--- src/rtl/idle_gap_pkg.sv ---
package idle_gap_pkg;

  // width of one idle code and of one space's set of codes
  localparam int unsigned CODE_W  = 2;
  localparam int unsigned NCAT    = 5;
  localparam int unsigned FIELD_W = CODE_W * NCAT;

  // longest stall a code can request, and widths derived from it
  localparam int unsigned GAP_MAX  = 4;
  localparam int unsigned NEED_W   = $clog2(GAP_MAX) + 1;
  localparam int unsigned CNT_W    = $clog2(GAP_MAX);

  typedef logic [CODE_W-1:0]  gap_code_t;
  typedef logic [FIELD_W-1:0] space_field_t;
  typedef logic [NEED_W-1:0]  gap_need_t;

  // position of each category inside a space field
  typedef enum logic [2:0] {
    CAT_AFTER_WRITE = 3'd0,
    CAT_RW_SAME     = 3'd1,
    CAT_RW_DIFF     = 3'd2,
    CAT_RR_SAME     = 3'd3,
    CAT_RR_DIFF     = 3'd4
  } pair_cat_e;

  typedef enum logic [1:0] {
    PACE_OPEN = 2'd0,
    PACE_WAIT = 2'd1,
    PACE_BUSY = 2'd2
  } pace_state_e;

  function automatic gap_need_t code_to_cycles(gap_code_t c);
    case (c)
      2'd0:    return gap_need_t'(0);
      2'd1:    return gap_need_t'(1);
      2'd2:    return gap_need_t'(2);
      default: return gap_need_t'(GAP_MAX);
    endcase
  endfunction

endpackage

--- src/rtl/gap_field_mux.sv ---
module gap_field_mux
  import idle_gap_pkg::*;
#(
  parameter int unsigned NSPACE = 6,
  localparam int unsigned SPW = (NSPACE > 1) ? $clog2(NSPACE) : 1
) (
  input  logic [NSPACE*FIELD_W-1:0] cfg_flat,
  input  logic [SPW-1:0]            sel_space,
  output space_field_t              field
);

  space_field_t per_space [NSPACE];

  for (genvar s = 0; s < NSPACE; s++) begin : g_split
    assign per_space[s] = cfg_flat[s*FIELD_W +: FIELD_W];
  end

  always_comb begin
    field = '0;
    for (int s = 0; s < NSPACE; s++) begin
      if (sel_space == SPW'(s)) field = per_space[s];
    end
  end

endmodule

--- src/rtl/gap_classify.sv ---
module gap_classify
  import idle_gap_pkg::*;
#(
  parameter int unsigned NSPACE = 6,
  localparam int unsigned SPW = (NSPACE > 1) ? $clog2(NSPACE) : 1
) (
  input  logic                      prev_valid,
  input  logic                      prev_write,
  input  logic [SPW-1:0]            prev_space,
  input  logic                      prev_dma_ext,
  input  logic                      nxt_write,
  input  logic [SPW-1:0]            nxt_space,
  input  logic                      nxt_dma_ext,
  input  logic [NSPACE*FIELD_W-1:0] cfg_space_gap,
  input  gap_code_t                 cfg_dma_gap,
  input  logic                      cfg_dma_any,
  output gap_need_t                 need
);

  space_field_t prev_field;
  pair_cat_e    cat;
  gap_code_t    pair_code;
  gap_code_t    final_code;
  logic         same_space;
  logic         dma_rule;

  gap_field_mux #(.NSPACE(NSPACE)) u_mux (
    .cfg_flat  (cfg_space_gap),
    .sel_space (prev_space),
    .field     (prev_field)
  );

  assign same_space = (prev_space == nxt_space);
  assign dma_rule   = prev_dma_ext && (cfg_dma_any || nxt_dma_ext);

  always_comb begin
    if (prev_write)      cat = CAT_AFTER_WRITE;
    else if (nxt_write)  cat = same_space ? CAT_RW_SAME : CAT_RW_DIFF;
    else                 cat = same_space ? CAT_RR_SAME : CAT_RR_DIFF;
  end

  always_comb begin
    pair_code = '0;
    for (int c = 0; c < int'(NCAT); c++) begin
      if (cat == pair_cat_e'(c)) pair_code = prev_field[c*CODE_W +: CODE_W];
    end
  end

  assign final_code = dma_rule ? cfg_dma_gap : pair_code;
  assign need       = prev_valid ? code_to_cycles(final_code) : '0;

endmodule

--- src/rtl/gap_pacer.sv ---
module gap_pacer
  import idle_gap_pkg::*;
(
  input  logic      clk,
  input  logic      rst_n,
  input  logic      req_valid,
  input  gap_need_t need,
  input  logic      acc_done,
  output logic      req_ready
);

  pace_state_e           state;
  logic [CNT_W-1:0]      cnt;

  always_comb begin
    case (state)
      PACE_OPEN: req_ready = req_valid && (need == '0);
      PACE_WAIT: req_ready = req_valid && (cnt == '0);
      default:   req_ready = 1'b0;
    endcase
  end

  always_ff @(posedge clk or negedge rst_n) begin
    if (!rst_n) begin
      state <= PACE_OPEN;
      cnt   <= '0;
    end else begin
      case (state)
        PACE_OPEN: begin
          if (req_valid) begin
            if (need == '0) begin
              state <= PACE_BUSY;
            end else begin
              cnt   <= CNT_W'(need - gap_need_t'(1));
              state <= PACE_WAIT;
            end
          end
        end
        PACE_WAIT: begin
          if (cnt != '0)       cnt   <= cnt - 1'b1;
          else if (req_valid)  state <= PACE_BUSY;
        end
        default: begin
          if (acc_done) state <= PACE_OPEN;
        end
      endcase
    end
  end

endmodule

--- src/rtl/idle_gap_inserter.sv ---
module idle_gap_inserter
  import idle_gap_pkg::*;
#(
  parameter int unsigned NSPACE = 6,
  localparam int unsigned SPW = (NSPACE > 1) ? $clog2(NSPACE) : 1
) (
  input  logic                      clk,
  input  logic                      rst_n,
  input  logic [NSPACE*FIELD_W-1:0] cfg_space_gap,
  input  logic [CODE_W-1:0]         cfg_dma_gap,
  input  logic                      cfg_dma_any,
  input  logic                      req_valid,
  output logic                      req_ready,
  input  logic                      req_write,
  input  logic [SPW-1:0]            req_space,
  input  logic                      req_dma_ext,
  input  logic                      acc_done
);

  logic           prev_valid;
  logic           prev_write;
  logic [SPW-1:0] prev_space;
  logic           prev_dma_ext;
  gap_need_t      need;
  logic           accept;

  assign accept = req_valid && req_ready;

  always_ff @(posedge clk or negedge rst_n) begin
    if (!rst_n) begin
      prev_valid   <= 1'b0;
      prev_write   <= 1'b0;
      prev_space   <= '0;
      prev_dma_ext <= 1'b0;
    end else if (accept) begin
      prev_valid   <= 1'b1;
      prev_write   <= req_write;
      prev_space   <= req_space;
      prev_dma_ext <= req_dma_ext;
    end
  end

  gap_classify #(.NSPACE(NSPACE)) u_classify (
    .prev_valid    (prev_valid),
    .prev_write    (prev_write),
    .prev_space    (prev_space),
    .prev_dma_ext  (prev_dma_ext),
    .nxt_write     (req_write),
    .nxt_space     (req_space),
    .nxt_dma_ext   (req_dma_ext),
    .cfg_space_gap (cfg_space_gap),
    .cfg_dma_gap   (cfg_dma_gap),
    .cfg_dma_any   (cfg_dma_any),
    .need          (need)
  );

  gap_pacer u_pacer (
    .clk       (clk),
    .rst_n     (rst_n),
    .req_valid (req_valid),
    .need      (need),
    .acc_done  (acc_done),
    .req_ready (req_ready)
  );

endmodule

--- config.mk ---
export PLATFORM = sky130hd
export DESIGN_NAME = idle_gap_inserter
export DESIGN_NICKNAME = d
export VERILOG_FILES = /design/src/rtl/idle_gap_pkg.sv /design/src/rtl/gap_field_mux.sv /design/src/rtl/gap_classify.sv /design/src/rtl/gap_pacer.sv /design/src/rtl/idle_gap_inserter.sv
export SDC_FILE = /design/constraint.sdc
export NUM_CORES = 1
export LEC_CHECK = 0
export BUFFER_PORTS_ARGS = -buffer_cell sky130_fd_sc_hd__buf_2
export CORE_MARGIN = 1
export CORE_UTILIZATION = 40
export CTS_CLUSTER_SIZE = 24
export DETAILED_ROUTE_END_ITERATION = 8
export HOLD_SLACK_MARGIN = 0.02
export PLACE_DENSITY = 0.81
export SETUP_SLACK_MARGIN = 0.4
export SYNTH_ARGS = -nofsm -noshare
export SYNTH_HDL_FRONTEND = slang
export SYNTH_SLANG_ARGS = --single-unit
export TNS_END_PERCENT = 100
--- constraint.sdc ---
create_clock -name clk -period 3.4 [get_ports clk]
set_clock_uncertainty 0.2 [all_clocks]
set_input_delay 0.17 -clock clk [delete_from_list [all_inputs] [get_ports clk]]
set_output_delay 0.17 -clock clk [all_outputs]
set_load 0.1 [all_outputs]
==> flow_summary.json, run 1 <==
{
  "drc_errors": 0,
  "ys_seq_elements": 10,
  "power_density_mw_per_mm2": 841.1,
  "rsz0062_at_grt": "yes",
  "status": "complete, no violations",
  "viasPerCell": 5.228,
  "pin_count": 73,
  "netlist.area_leader.share_pct": 19.67,
  "port_buffers": 72,
  "drive_above_1_share_pct": 53.81,
  "area_delta_synth_final_pct": 48.67,
  "yosysTopAreaCell": "dfrtp_1",
  "cts_max_path_buffers": 2,
  "drv_cap": 0,
  "yosysWarnings": 0,
  "grt_use_total_pct": 22.00,
  "netlist-cell-type-count": 47,
  "num_rows": 20,
  "cp-start-kind": "flop",
  "critPathKind": "reg2out",
  "clock-sinks": 10,
  "final_area_mm2": 0.001892,
  "die_x_um": 58.40,
  "antenna_cells": 0,
  "finalHoldViolations": 0,
  "postSynthCellCount": 140,
  "slowest_delay_ns": 0.44,
  "h-tree-depth": 1,
  "switching_power_mw": 0.7061,
  "synth_ff_type": "dfrtp_1",
  "min_period_over_period_pct": 94.25,
  "placed_cell_area_mm2": 0.001723,
  "grt_pass1_wl_um": 5851,
  "setup-violations-final": 0,
  "ir_worst_vdd_uv": 396.3,
  "insertion_delay_ns": 0.27,
  "grt_pass1_vias": 1362,
  "cts_tree": "yes",
  "postRouteAntennaNets": 0,
  "period_minus_slack_ns": 3.204,
  "drt_iter0_drc": 103,
  "async_flop_share_pct": 100.0,
  "nNetsFinal": 297,
  "setup_tns_ns": 0,
  "core_mm2": 0.003028,
  "maxSlewViolCount": 0,
  "finalPower_mw": 1.591,
  "synth.avg_cell_area_um2": 9.089,
  "slew_headroom_pct": 61.30,
  "syn_nets": 213,
  "clk_pin_slew_worst_paths_ns": 0.06,
  "die_h_um": 58.40,
  "num-fill-cells": 260,
  "worstPathRequired_ns": 3.03,
  "gp_congestion": 0.9154,
  "cp_max_fo": 3,
  "dieArea_mm2": 0.003411,
  "start_util_pct": 42.02,
  "synth_edf_count": 0,
  "synthesis.area_mm2": 0.001272,
  "cp_slowest_cell": "dfrtp_2",
  "vias": 1396,
  "clock_power_share_pct": 6.6,
  "routed_wl_um": 3463,
  "intPower_mw": 0.8850,
  "drt-wirelength-per-cell_um": 12.97,
  "crit_path_end_kind": "output pin",
  "holdCritPathClass": "in2reg",
  "drt-pass1-iter-count": 4,
  "antenna_found_initial": 0,
  "power.share.switching_pct": 44.38,
  "grt_overflow": 0,
  "netlist_top_cells_area": "dfrtp_1 20%, mux4_2 8.8%, mux2_4 5.9%",
  "p_leak_nw": 0.8827,
  "grt_max_degree": 36,
  "crit_chain": "xnor2_4 > nand3_4 > ha_4 > or3b_4 > a211o_1 > o22ai_1 > o21ba_2 > o31ai_4 > nand2b_4 > a21oi_4 > buf_12",
  "crit_arrival_ns": 2.83,
  "pwr-share-seq_pct": 15.7,
  "power_frac_comb_pct": 77.8,
  "synth.most_common_cell": "nor2_1",
  "synthTopCellsByCount": "14 x nor2_1, 10 x a21oi_1, 10 x dfrtp_1",
  "fmax_mhz": 312.1,
  "dp_hpwl_um": 2641,
  "ys_seq_area_share_pct": 19.67,
  "worst_pin_slew_ns": 0.5744,
  "cts_buffers": 3,
  "cts-root-buf": "clkbuf_4"
}
[registers in the layout, summed over array words and instances, names as in the netlist]
signal	cells
u_pacer.state	2
prev_dma_ext	1
prev_valid	1
u_pacer.cnt	2
prev_write	1
prev_space	3
[cells by family (layout without fill, tap and decap cells)]
kind of cell	after synthesis	in the layout	share of synthesized area, %
flip-flops	10	10	19.67
adder cells (fa/ha/maj)	1	1	0.9831
buffers and inverters	15	98	8.554
AND/OR/NAND/NOR	44	44	19.08
AO/OA/AOI/OAI	45	45	25.07
multiplexers	21	21	23.89
XOR/XNOR	4	4	2.753
[layout make-up]
| type | instances | area, µm² | share of cell area, % |
|---|---|---|---|
| multi-input combinational | 115 | 1013 | 53.57 |
| timing repair buffer | 87 | 508.0 | 26.85 |
| sequential | 10 | 252.7 | 13.36 |
| tap | 44 | 55.05 | 2.910 |
| clock buffer | 4 | 36.28 | 1.918 |
| inverter | 7 | 26.28 | 1.389 |
[power groups by stage]
stage	combinational, mW	clock, mW	sequential, mW
2_1_floorplan	0.975	0	0.223
3_3_place_gp	1.09	0	0.245
3_5_place_dp	1.10	0	0.246
4_1_cts	1.22	0.108	0.245
5_1_grt	1.35	0.116	0.256
6_report	1.24	0.105	0.249
[layer usage]
layer / part of all wire [%] / up-vias / wire [µm] / global-route usage, %
met5: 0 / - / 0 / 0
li1: - / 706 / - / -
met2: 50 / 53 / 1717 / 39.41
met1: 44 / 635 / 1524 / 28.67
met3: 6.2 / 2 / 213 / 3.736
met4: 0.23 / 0 / 8 / 2.381
[through the flow]
step	worst slack (ns)	hold WS, ns	util [%]	std cells
floorplan	-0.1826	-0.3256	-	140
global placement	0.2041	-0.1604	56.90	251
detailed placement	0.1302	-0.1586	56.90	251
CTS	0.1896	0.03049	62.11	267
global route	0.09331	0.02616	62.48	267
finish	0.1956	0.03272	62.48	267
[final timing paths]
| path | slack (ns) | depth (start not counted) | start | end |
|---|---|---|---|---|
| worst max-delay path | 0.20 | 11 | prev_space[0] | req_ready |
| max in group asynchronous | 2.69 | 2 | rst_n | prev_space[0] |
| worst min-delay path | 0.03 | 2 | req_space[1] | prev_space[1] |
| min in group asynchronous | 0.11 | 2 | rst_n | u_pacer.state[0] |
| worst max register to register | 0.25 | 12 | prev_space[0] | prev_dma_ext |
| worst min register to register | 0.30 | 1 | prev_dma_ext | prev_dma_ext |
[cells in the final DEF, fill, tap and decap left out, drive strengths merged, types with 2 or more instances in the layout]
| cell type | Yosys | routed |
|---|---|---|
| buf | 8 | 82 |
| nor2 | 14 | 14 |
| a21oi | 12 | 12 |
| dfrtp | 10 | 10 |
| o21ai | 10 | 10 |
| mux2 | 10 | 10 |
| inv | 7 | 7 |
| mux2i | 6 | 6 |
| mux4 | 5 | 5 |
| dlygate4sd3 | 0 | 5 |
| nand3 | 5 | 5 |
| nand2 | 4 | 4 |
| nand2b | 4 | 4 |
| clkbuf | 0 | 4 |
| xnor2 | 4 | 4 |
| a211o | 3 | 3 |
| a21o | 3 | 3 |
| nor2b | 2 | 2 |
| nor4bb | 2 | 2 |
| o22ai | 2 | 2 |
| a22oi | 2 | 2 |
| nand4 | 2 | 2 |
| nand3b | 2 | 2 |
| nor3 | 2 | 2 |
| or3 | 2 | 2 |
| or3b | 2 | 2 |
| o31ai | 2 | 2 |
[worst max-delay path, delay by kind of cell (launching register included)]
family	cells	cell delay (ns)
AO/OA/AOI/OAI	5	0.84
AND/OR/NAND/NOR	3	0.63
flip-flops	1	0.44
adder cells (fa/ha/maj)	1	0.28
XOR/XNOR	1	0.16
buffers and inverters	1	0.20
[repair_timing]
action,in CTS,in global routing
hold buffers,5,0
setup endpoints to repair,8,9
hold endpoints to repair,14,0
buffers inserted,7,0
resized for setup,4,4
pin swaps,6,2
No activity file was read; power rests on OpenSTA's default activity.
==> run 2: changes to the inputs <==
--- a/config.mk
+++ b/config.mk
@@ -12,6 +12,7 @@
 export DETAILED_ROUTE_END_ITERATION = 8
 export HOLD_SLACK_MARGIN = 0.02
 export PLACE_DENSITY = 0.81
+export RECOVER_POWER = 25
 export SETUP_SLACK_MARGIN = 0.4
 export SYNTH_ARGS = -nofsm -noshare
 export SYNTH_HDL_FRONTEND = slang
==> run 2 against run 1 <==
Net effect: global-route usage unchanged; via count unchanged; flip-flop and latch count unchanged; wire length about the same; die area unchanged; cell area about the same; combinational power about the same; final cell count unchanged; worst hold slack unchanged; register-to-register slack about the same; clock power about the same; sequential power about the same.
==> flow_summary.json, run 2 (synthesized netlist as in run 1, its figures left out) <==
{
  "status": "complete, no violations",
  "largest_register_ffs": 3,
  "cp_max_fo": 3,
  "power_density_mw_per_mm2": 841.5,
  "drt-pass1-iter-count": 4,
  "antenna_cells": 0,
  "period_minus_slack_ns": 3.204,
  "ir_worst_vdd_uv": 396.3,
  "power_frac_comb_pct": 77.8,
  "layout_common_cells": "70 x buf_2, 14 x nor2_1, 9 x a21oi_1, 8 x buf_4, 8 x dfrtp_1",
  "p_leak_nw": 0.8799,
  "rsz0062_at_grt": "yes",
  "pwr-share-seq_pct": 15.7,
  "intPower_mw": 0.8848,
  "core_mm2": 0.003028,
  "regMostFlops": "prev_space",
  "grt_max_degree": 36,
  "routed_wl_um": 3462,
  "drive_above_1_share_pct": 53.36,
  "h-tree-depth": 1,
  "power.share.switching_pct": 44.38,
  "critPathBufInv": 1,
  "slew_headroom_pct": 61.30,
  "gp_congestion": 0.9154,
  "cts_tree": "yes",
  "worst_pin_slew_ns": 0.5744,
  "finalHoldViolations": 0,
  "dp.cells": 251,
  "num_rows": 20,
  "crit_chain": "xnor2_4 > nand3_4 > ha_4 > or3b_4 > a211o_1 > o22ai_1 > o21ba_2 > o31ai_4 > nand2b_4 > a21oi_4 > buf_12",
  "setup-violations-final": 0,
  "fin_cells": 267,
  "holdCritPathClass": "in2reg",
  "final_common_cell": "buf_2",
  "grt_use_total_pct": 22.00,
  "antenna_found_initial": 0,
  "drv_cap": 0,
  "vias": 1396,
  "dp_hpwl_um": 2641,
  "worstPathRequired_ns": 3.03,
  "crit_family": "compound AO/OA/AOI/OAI gates",
  "critPathKind": "reg2out",
  "placed_cell_area_mm2": 0.001723,
  "cp_slowest_cell": "dfrtp_2",
  "viasPerCell": 5.228,
  "clk_pin_slew_worst_paths_ns": 0.06,
  "finalWorstSetupSlack_ns": 0.1956,
  "drt-wirelength-per-cell_um": 12.97,
  "finalHoldWorstSlack_ns": 0.03272,
  "fmax_mhz": 312.1,
  "dp_slack_ns": 0.1302,
  "cts_max_path_buffers": 2,
  "area_delta_synth_final_pct": 48.57,
  "grt_pass1_vias": 1362,
  "start_util_pct": 42.02,
  "pin_count": 73,
  "drt_iter0_drc": 104,
  "maxSlewViolCount": 0,
  "switching_power_mw": 0.7061,
  "dieArea_mm2": 0.003411,
  "grt_overflow": 0,
  "crit_path_end_kind": "output pin",
  "final_area_mm2": 0.001891,
  "clock_power_share_pct": 6.6,
  "cp-start-kind": "flop",
  "crit_arrival_ns": 2.83,
  "cts_buffers": 3,
  "insertion_delay_ns": 0.27,
  "min_period_over_period_pct": 94.25,
  "clock-sinks": 10,
  "nNetsFinal": 297,
  "grt_pass1_wl_um": 5851,
  "port_buffers": 72,
  "drc_errors": 0,
  "top_regs": "prev_space x3, u_pacer.cnt x2, u_pacer.state x2",
  "cts-root-buf": "clkbuf_4",
  "slowest_delay_ns": 0.44,
  "postRouteAntennaNets": 0,
  "die_h_um": 58.40,
  "die_x_um": 58.40
}
-- run 2: what timing repair did --
item                       in CTS  in global routing
hold buffers                    5                  0
hold endpoints to repair       14                  0
resized for setup               4                  4
setup endpoints to repair       8                  9
buffers inserted                7                  0
pin swaps                       6                  2
-- run 2: worst paths after layout --
check	from	end	slack, ns	cells after the start
worst max register to register	prev_space[0]	prev_dma_ext	0.25	12
worst min register to register	prev_dma_ext	prev_dma_ext	0.30	1
min in group asynchronous	rst_n	u_pacer.state[0]	0.20	2
worst max-delay path	prev_space[0]	req_ready	0.20	11
worst min-delay path	req_space[1]	prev_space[1]	0.03	2
max in group asynchronous	rst_n	prev_space[0]	2.42	2
-- run 2: power groups by stage --
stage	combinational, mW	clock [mW]	sequential [mW]
floorplan	0.975	0	0.223
global placement	1.09	0	0.245
detailed placement	1.10	0	0.246
CTS	1.22	0.108	0.245
global route	1.34	0.116	0.256
finish	1.24	0.105	0.249
-- run 2: cell type report --
cell class	instances	area, µm²
multi-input combinational	115	1013
inverter	7	26.28
fill	259	1137
clock buffer	4	36.28
tap	44	55.05
timing repair buffer	87	506.7
sequential	10	252.7
-- run 2: routing by layer --
layer | GRT usage, % | part of all wire (%) | up-vias
met2 | 39.41 | 50 | 53
li1 | - | - | 706
met5 | 0 | 0 | -
met1 | 28.67 | 44 | 635
met3 | 3.736 | 6.2 | 2
met4 | 2.381 | 0.23 | 0
-- run 2: worst reg2reg max path: cells and delay by family (launching register included) --
kind	cells	cell delay, ns
AO/OA/AOI/OAI	5	0.84
XOR/XNOR	1	0.16
flip-flops	1	0.44
multiplexers	1	0.30
buffers and inverters	1	0.16
AND/OR/NAND/NOR	3	0.64
adder cells (fa/ha/maj)	1	0.28
-- run 2: stage by stage --
stage	setup TNS, ns	utilization [%]	power [mW]
after floorplan	-0.9129	-	1.198
after global placement	0	56.90	1.333
after detailed placement	0	56.90	1.348
after CTS	0	62.11	1.570
after global routing	0	62.44	1.717
final	0	62.44	1.591
==> run 3: changes to the inputs <==
--- a/config.mk
+++ b/config.mk
@@ -11,7 +11,7 @@
 export CTS_CLUSTER_SIZE = 24
 export DETAILED_ROUTE_END_ITERATION = 8
 export HOLD_SLACK_MARGIN = 0.02
-export PLACE_DENSITY = 0.81
+export PLACE_DENSITY = 0.86
 export RECOVER_POWER = 25
 export SETUP_SLACK_MARGIN = 0.4
 export SYNTH_ARGS = -nofsm -noshare
==> run 3 against run 2 <==
Net effect: fmax shrank 1.1%; register-to-register slack worse by 0.04 ns; critical path depth did not move; largest power group unchanged; wire length up 5.8%; flip-flop and latch count is the same; global-route usage is 0.089 points lower; sequential share of layout area down 0.20 points.
==> flow_summary.json, run 3 (synthesized netlist as in run 1, its figures left out) <==
{
  "status": "complete, no violations",
  "largest_register_ffs": 3,
  "insertion_delay_ns": 0.27,
  "finalHoldWorstSlack_ns": 0.01732,
  "drt_iter0_drc": 104,
  "core_mm2": 0.003028,
  "clock-sinks": 10,
  "clk_pin_slew_worst_paths_ns": 0.07,
  "num-fill-cells": 262,
  "routed_wl_um": 3663,
  "ir_worst_vdd_uv": 410.7,
  "antenna_found_initial": 0,
  "worstPathRequired_ns": 3.03,
  "cp_max_fo": 3,
  "layout_common_cells": "70 x buf_2, 14 x nor2_1, 9 x a21oi_1, 9 x buf_4, 9 x dfrtp_1",
  "critPathKind": "reg2out",
  "finalHoldViolations": 0,
  "start_util_pct": 42.02,
  "cts_buffers": 3,
  "grt_use_total_pct": 21.91,
  "setup_tns_ns": 0,
  "viasPerCell": 5.351,
  "drt-pass1-iter-count": 5,
  "gp_congestion": 0.9647,
  "cts-root-buf": "clkbuf_4",
  "holdCritPathClass": "in2reg",
  "pin_count": 73,
  "nNetsFinal": 298,
  "critPathBufInv": 1,
  "min_period_over_period_pct": 95.27,
  "maxSlewViolCount": 0,
  "crit_chain": "xnor2_4 > nand3_4 > ha_4 > or3b_4 > a211o_1 > o22ai_2 > o21ba_4 > o31ai_4 > nand2b_4 > a21oi_4 > buf_12",
  "crit_arrival_ns": 2.87,
  "drc_errors": 0,
  "setup-violations-final": 0,
  "grt_max_degree": 36,
  "grt_pass1_vias": 1358,
  "cp_slowest_cell": "dfrtp_2",
  "grt_overflow": 0,
  "dp_hpwl_um": 2642,
  "cp-start-kind": "flop",
  "crit_family": "compound AO/OA/AOI/OAI gates",
  "drt-wirelength-per-cell_um": 13.67,
  "final_common_cell": "buf_2",
  "drive_above_1_share_pct": 53.57,
  "num_rows": 20,
  "vias": 1434,
  "dieArea_mm2": 0.003411,
  "port_buffers": 72,
  "p_leak_nw": 0.8880,
  "drv_cap": 0,
  "fmax_mhz": 308.7,
  "slowest_delay_ns": 0.44,
  "grt_pass1_wl_um": 5789,
  "die_x_um": 58.40,
  "slew_headroom_pct": 55.05,
  "regMostFlops": "prev_space",
  "period_minus_slack_ns": 3.239,
  "postRouteAntennaNets": 0,
  "worst_pin_slew_ns": 0.6672,
  "rsz0062_at_grt": "yes",
  "antenna_cells": 0,
  "area_delta_synth_final_pct": 50.05,
  "cts_tree": "yes",
  "crit_path_end_kind": "output pin",
  "die_h_um": 58.40,
  "cts_max_path_buffers": 2,
  "h-tree-depth": 1,
  "power_density_mw_per_mm2": 860.4,
  "top_regs": "prev_space x3, u_pacer.cnt x2, u_pacer.state x2"
}
==> run 3: what timing repair did <==
action                     CTS  global route
gates resized for setup      4             5
hold buffers                 5             0
buffers inserted             7             1
setup endpoints to repair    8             9
gates cloned                 0             0
hold endpoints to repair    14             0
pin swaps                   11             2
==> run 3: metal layers <==
metal | GRT usage, % | share of wire [%] | vias up
met1 | 28.59 | 41 | 648
met4 | 4.762 | 0.93 | 0
met5 | 0 | 0 | -
li1 | - | - | 708
met3 | 2.857 | 7.2 | 6
met2 | 38.75 | 51 | 72
==> run 3: layout make-up <==
cell class              count  area [µm²]  share of cell area, %
inverters                   7       26.28                  1.376
multi-input cells         115        1026                  53.74
repair buffers             88       514.2                  26.93
clock buffers               4       36.28                  1.900
well taps                  44       55.05                  2.883
flip-flops and latches     10       251.5                  13.17
==> run 3: path summary, 6_finish.rpt <==
kind                                     from             to  slack (ns)  depth (start not counted)
max in group asynchronous               rst_n  prev_space[1]        2.45                          2
worst max register to register  prev_space[1]  prev_space[0]        0.21                         12
worst max-delay path            prev_space[1]      req_ready        0.16                         11
worst min register to register     prev_valid     prev_valid        0.32                          1
min in group asynchronous               rst_n   prev_dma_ext        0.18                          2
worst min-delay path             req_space[1]  prev_space[1]        0.02                          2
==> run 3: power breakdown <==
part           switching [mW]  total [mW]  internal [mW]
clock                  0.0434       0.108         0.0651
sequential             0.0749       0.252          0.177
combinational           0.616        1.28          0.666
==> run 3: stage by stage <==
step | power (mW) | instances | setup WS (ns) | util, % | area, µm²
after floorplan | 1.198 | 140 | -0.1826 | - | 1353
final | 1.643 | 268 | 0.1609 | 63.06 | 1909
after global routing | 1.757 | 268 | 0.07706 | 63.06 | 1909
after CTS | 1.572 | 267 | 0.2225 | 62.11 | 1881
after global placement | 1.328 | 251 | 0.2172 | 56.90 | 1723
after detailed placement | 1.351 | 251 | 0.1155 | 56.90 | 1723
